`config.mk`:
```
export PLATFORM = sky130hd
export DESIGN_NAME = gpio_lvl_ctrl
export DESIGN_NICKNAME = d
export VERILOG_FILES = /design/src/rtl/gpio_lvl_pkg.sv /design/src/rtl/gpio_lvl_sync.sv /design/src/rtl/gpio_lvl_status.sv /design/src/rtl/gpio_lvl_ctrl.sv
export SDC_FILE = /design/constraint.sdc
export NUM_CORES = 1
export LEC_CHECK = 0
export ABC_AREA = 1
export BUFFER_PORTS_ARGS = -buffer_cell sky130_fd_sc_hd__buf_2
export CAP_MARGIN = 0
export CORE_UTILIZATION = 30
export DETAILED_ROUTE_END_ITERATION = 10
export GPL_TIMING_DRIVEN = 1
export MAX_ROUTING_LAYER = met4
export SLEW_MARGIN = 40
export SYNTH_ARGS = -nofsm -noshare
export SYNTH_HDL_FRONTEND = slang
export SYNTH_SLANG_ARGS = --single-unit
```
`constraint.sdc`:
```
create_clock -name clk -period 2.3 [get_ports clk]
set_input_delay 0.345 -clock clk [delete_from_list [all_inputs] [get_ports clk]]
set_output_delay 0.345 -clock clk [all_outputs]
set_load 0.02 [all_outputs]
```
`src/rtl/gpio_lvl_pkg.sv`:
```
package gpio_lvl_pkg;

    typedef enum logic [2:0] {
        SEL_OUT     = 3'd0,
        SEL_OE      = 3'd1,
        SEL_IN      = 3'd2,
        SEL_STAT    = 3'd3,
        SEL_POL_LO  = 3'd4,
        SEL_EN      = 3'd5,
        SEL_POL_HI  = 3'd6,
        SEL_MUX     = 3'd7
    } reg_sel_e;

    localparam int PINS_PER_POL_WORD = 8;
    localparam int POL_STRIDE        = 4;

    // bit index of a pin's polarity flag inside its type word
    function automatic int pol_bit(input int pin);
        return POL_STRIDE * (pin % PINS_PER_POL_WORD);
    endfunction

    // which type word holds the pin's polarity flag
    function automatic reg_sel_e pol_word(input int pin);
        return (pin < PINS_PER_POL_WORD) ? SEL_POL_LO : SEL_POL_HI;
    endfunction

endpackage

```
`src/rtl/gpio_lvl_sync.sv`:
```
module gpio_lvl_sync #(
    parameter int WIDTH  = 12,
    parameter int STAGES = 2
) (
    input  logic             clk,
    input  logic             rst,
    input  logic [WIDTH-1:0] d_async,
    output logic [WIDTH-1:0] q_sync
);
    logic [WIDTH-1:0] chain [STAGES];

    always_ff @(posedge clk) begin
        if (rst) begin
            for (int s = 0; s < STAGES; s++) chain[s] <= '0;
        end else begin
            chain[0] <= d_async;
            for (int s = 1; s < STAGES; s++) chain[s] <= chain[s-1];
        end
    end

    assign q_sync = chain[STAGES-1];
endmodule

```
`src/rtl/gpio_lvl_status.sv`:
```
module gpio_lvl_status #(
    parameter int N_PINS = 12
) (
    input  logic              clk,
    input  logic              rst,
    input  logic [N_PINS-1:0] level_sync,
    input  logic [N_PINS-1:0] active_low,
    input  logic [N_PINS-1:0] clr_mask,
    input  logic [N_PINS-1:0] enable,
    output logic [N_PINS-1:0] status,
    output logic              irq
);
    logic [N_PINS-1:0] cond;
    logic [N_PINS-1:0] status_q;

    assign cond = level_sync ^ active_low;

    // a fresh condition overrides a clear issued in the same cycle
    always_ff @(posedge clk) begin
        if (rst) status_q <= '0;
        else     status_q <= (status_q & ~clr_mask) | cond;
    end

    assign status = status_q;
    assign irq    = |(status_q & enable);

    for (genvar i = 0; i < N_PINS; i++) begin : g_chk
        p_sticky_r5: assert property (@(posedge clk) disable iff (rst)
            (status_q[i] && !clr_mask[i]) |=> status_q[i]);
        p_set_wins_r7: assert property (@(posedge clk) disable iff (rst)
            cond[i] |=> status_q[i]);
        p_clear_r6: assert property (@(posedge clk) disable iff (rst)
            (clr_mask[i] && !cond[i]) |=> !status_q[i]);
    end
endmodule

```
`src/rtl/gpio_lvl_ctrl.sv`:
```
module gpio_lvl_ctrl
    import gpio_lvl_pkg::*;
#(
    parameter int N_PINS = 12,
    parameter int DATA_W = 32,
    parameter int SEL_W  = 3,
    parameter int SYNC_STAGES = 2
) (
    input  logic              clk,
    input  logic              rst,
    input  logic [SEL_W-1:0]  bus_sel,
    input  logic              bus_we,
    input  logic [DATA_W-1:0] bus_wdata,
    output logic [DATA_W-1:0] bus_rdata,
    input  logic [N_PINS-1:0] pin_in,
    output logic [N_PINS-1:0] pin_out,
    output logic [N_PINS-1:0] pin_oe,
    output logic [DATA_W-1:0] mux_word,
    output logic              irq_out
);
    reg_sel_e          sel;
    logic [N_PINS-1:0] out_q, oe_q, en_q, pol_q;
    logic [DATA_W-1:0] mux_q;
    logic [N_PINS-1:0] in_sync, status, clr_mask;
    logic [N_PINS-1:0] pol_hit, pol_val;

    assign sel = reg_sel_e'(bus_sel);

    for (genvar k = 0; k < N_PINS; k++) begin : g_pol
        assign pol_hit[k] = bus_we && (sel == pol_word(k));
        assign pol_val[k] = bus_wdata[pol_bit(k)];
    end

    assign clr_mask = (bus_we && sel == SEL_STAT) ? bus_wdata[N_PINS-1:0] : '0;

    always_ff @(posedge clk) begin
        if (rst) begin
            out_q <= '0;
            oe_q  <= '0;
            en_q  <= '0;
            mux_q <= '0;
        end else if (bus_we) begin
            case (sel)
                SEL_OUT: out_q <= bus_wdata[N_PINS-1:0];
                SEL_OE:  oe_q  <= bus_wdata[N_PINS-1:0];
                SEL_EN:  en_q  <= bus_wdata[N_PINS-1:0];
                SEL_MUX: mux_q <= bus_wdata;
                default: ;
            endcase
        end
    end

    always_ff @(posedge clk) begin
        if (rst) pol_q <= '0;
        else begin
            for (int k = 0; k < N_PINS; k++)
                if (pol_hit[k]) pol_q[k] <= pol_val[k];
        end
    end

    gpio_lvl_sync #(.WIDTH(N_PINS), .STAGES(SYNC_STAGES)) u_sync (
        .clk     (clk),
        .rst     (rst),
        .d_async (pin_in),
        .q_sync  (in_sync)
    );

    gpio_lvl_status #(.N_PINS(N_PINS)) u_status (
        .clk        (clk),
        .rst        (rst),
        .level_sync (in_sync),
        .active_low (pol_q),
        .clr_mask   (clr_mask),
        .enable     (en_q),
        .status     (status),
        .irq        (irq_out)
    );

    always_comb begin
        bus_rdata = '0;
        case (sel)
            SEL_OUT:  bus_rdata[N_PINS-1:0] = out_q;
            SEL_OE:   bus_rdata[N_PINS-1:0] = oe_q;
            SEL_IN:   bus_rdata[N_PINS-1:0] = in_sync;
            SEL_STAT: bus_rdata[N_PINS-1:0] = status;
            SEL_EN:   bus_rdata[N_PINS-1:0] = en_q;
            SEL_MUX:  bus_rdata = mux_q;
            SEL_POL_LO, SEL_POL_HI: begin
                for (int k = 0; k < N_PINS; k++)
                    if (pol_word(k) == sel) bus_rdata[pol_bit(k)] = pol_q[k];
            end
            default: ;
        endcase
    end

    assign pin_out  = out_q;
    assign pin_oe   = oe_q;
    assign mux_word = mux_q;

    p_mux_write_r9: assert property (@(posedge clk) disable iff (rst)
        (bus_we && sel == SEL_MUX) |=> (mux_word == $past(bus_wdata)));
    p_out_write_r2: assert property (@(posedge clk) disable iff (rst)
        (bus_we && sel == SEL_OUT) |=> (pin_out == $past(bus_wdata[N_PINS-1:0])));
    p_masked_quiet_r8: assert property (@(posedge clk) disable iff (rst)
        (en_q == '0) |-> !irq_out);
endmodule

```
==> impl_metrics.env <==
export IMPL_status="finished clean"
export IMPL_start_util=0.307
export IMPL_clock_latency_ns=0.42
export IMPL_fin_util=0.386
export IMPL_wl_mm=15.8
export IMPL_vias_per_cell=4.53
export IMPL_cp_arrival_ns=1.67
export IMPL_synth_xor_area_frac=0.0207
export IMPL_synth_area_leaders="dfxtp_1 (46%), nand2_1 (15%), nor2_1 (10%)"
export IMPL_cts_hold_buffers=0
export IMPL_syn_to_final_growth_pct=25.7
export IMPL_final_cell_mix="nand2_1 (197), buf_2 (138), nor2_1 (137)"
export IMPL_synth_avg_cell_area_um2=6.97
export IMPL_dp_slack_ns=0.291
export IMPL_power_mw=4.95
export IMPL_hp_class="in2reg"
export IMPL_post_cts_setup_buffers=0
export IMPL_via_count=4929
export IMPL_yosys_area_share_adder=0
export IMPL_drt_iter0_drc=302
export IMPL_critPathRequiredTime_ns=1.96
export IMPL_final_common_cell="nand2_1"
export IMPL_overflow=0
export IMPL_grt_pass1_wl_mm=24.8
export IMPL_setup_tns_ns=0
export IMPL_whs_ns=0.127
export IMPL_p_comb_frac=0.085
export IMPL_clkTransAtPathRegs_ns=0.05
export IMPL_synth_ff_type="dfxtp_1"
export IMPL_synth_top_area_cell="dfxtp_1"
export IMPL_power_internal_mw=3.72
export IMPL_cts_repair_resize_count=0
export IMPL_hpwlAfterDp_mm=11.2
export IMPL_startpoint_type="primary input"
export IMPL_design_area_um2=6370
export IMPL_ys_ff_latch=116
export IMPL_cts_root_buffer="clkbuf_16"
export IMPL_clock_power_share=0.479
export IMPL_drive_above_1_share=0.221
export IMPL_period_needed_ns=2.01
export IMPL_clock_tree_buffer_depth=2
export IMPL_synth_seq_area_share=0.458
export IMPL_dr_pass1_iters=5
export IMPL_max_freq_mhz=497
export IMPL_cp_end_kind="primary output"
export IMPL_ir_drop_uv=530
export IMPL_grt_max_degree=65
export IMPL_p_seq_frac=0.435
export IMPL_fin_worst_skew_ns=0.00946
export IMPL_ys_types=26
export IMPL_ios=139
export IMPL_synth_top_family_by_area="simple AND/OR/NAND/NOR gates"
export IMPL_async_reset_ff_frac=0
export IMPL_maxSlewHeadroom=0.529
export IMPL_switching_share=0.248
export IMPL_synthMuxAreaShare=0
export IMPL_rows=47
export IMPL_core_area_um2=16500
export IMPL_final_setup_worst_slack_ns=0.288
export IMPL_die_h_um=132
export IMPL_clock_sinks=116
export IMPL_io_buffers=138
export IMPL_yosys_area_share_simple=0.314
export IMPL_synth_edf_count=0
export IMPL_synthCells=727
export IMPL_drc_errors=0
export IMPL_track_usage=0.194
export IMPL_syn_area_um2=5070
export IMPL_wl_per_cell_um=14.5
export IMPL_power_density_nw_per_um2=776
export IMPL_worst_pin_slew_ns=0.707
export IMPL_nets=904
export IMPL_leakage_nw=3.05
export IMPL_post_dp_cell_area_um2=5850
export IMPL_gp_congestion=0.863
export IMPL_synth_warnings=0
export IMPL_cts_buffers=17
export IMPL_fin_crit_sh=0.875
export IMPL_cts_htree_levels=4
export IMPL_placed_cells=1055
export IMPL_design_die_area_um2=17400
export IMPL_grt_pass1_vias=4553
export IMPL_cts_tree="done"
export IMPL_synth_compound_area_frac=0.106
export IMPL_syn_num_nets=777
export IMPL_rsz0062_at_grt="no"
export IMPL_yosysTopAreaCellShare=0.458
export IMPL_final_antenna_net_count=0
export IMPL_worstSetupPathType="in2out"
export IMPL_path_max_fanout=25
export IMPL_p_sw_mw=1.23
export IMPL_antenna_found_initial=3
export IMPL_setup_viol=0
export IMPL_dieWidth_um=132
export IMPL_slew_viol_final=0
export IMPL_cap_viol_max_count=0
export IMPL_finalHoldViolCount=0
export IMPL_fin_cells=1089
## synthesized netlist by cell type (2+ instances only)
master	number
a21oi_1	48
o21ai_0	47
nor2_1	137
dfxtp_1	116
nand2_2	2
nand3_1	26
o21ai_1	9
nand4_1	9
xnor2_1	12
clkbuf_1	15
buf_2	7
nor2_8	2
buf_4	6
nor2_2	7
inv_1	64
nand2_1	197
inv_2	5
buf_6	10
## power by group through the flow
| stage | logic (mW) | registers [mW] | clock network, mW |
|---|---|---|---|
| after floorplan | 0.235 | 2.21 | 0 |
| after global placement | 0.421 | 2.19 | 0 |
| after detailed placement | 0.424 | 2.19 | 0 |
| after CTS | 0.426 | 2.15 | 2.43 |
| after global routing | 0.467 | 2.16 | 2.51 |
| final | 0.423 | 2.15 | 2.37 |
## final cells by class
class	instances	area [µm²]
diodes	3	7.51
inverters	70	265
clock buffers	25	465
repair buffers	146	751
fillers	1773	10100
well taps	220	275
multi-input cells	503	2230
clock inverters	6	55.1
flip-flops and latches	116	2320
## flip-flops by register name, indices dropped and copies added, names as in the netlist
name	flops
u_sync.chain	24
pol_q	12
pin_out	12
pin_oe	12
en_q	12
mux_word	32
u_status.status	12
## path summary, 6_finish.rpt
check / slack, ns / cells after the start / end / start
setup / recovery: 0.29 / 9 / bus_rdata[1] / bus_sel[1]
hold / removal: 0.13 / 3 / u_sync.chain[0][3] / pin_in[3]
setup reg to reg: 1.47 / 2 / u_status.status[7] / pol_q[7]
hold reg to reg: 0.40 / 2 / u_sync.chain[0][21] / u_sync.chain[0][9]
## cell families after synthesis
kind of cell,Yosys count
AO/OA/AOI/OAI,106
flip-flops,116
AND/OR/NAND/NOR,385
buffers and inverters,108
XOR/XNOR,12
## worst max-delay path, cell delays in order
cell and delay, ns:
buf_2 0.18, nor2_2 0.25, nand2_1 0.10, inv_2 0.33, nand2_1 0.10, nand2_1 0.07
inv_1 0.04, nand2_1 0.08, buf_2 0.17
## per-layer routing
metal  GRT usage  wire, µm  up-vias
li1            -         -     2513
met1       0.249      7380     2220
met2       0.286      7020      177
met3      0.0573      1120       19
met4      0.0743       284        0
met5           -         0        -
(Power assumes the default switching activity.)
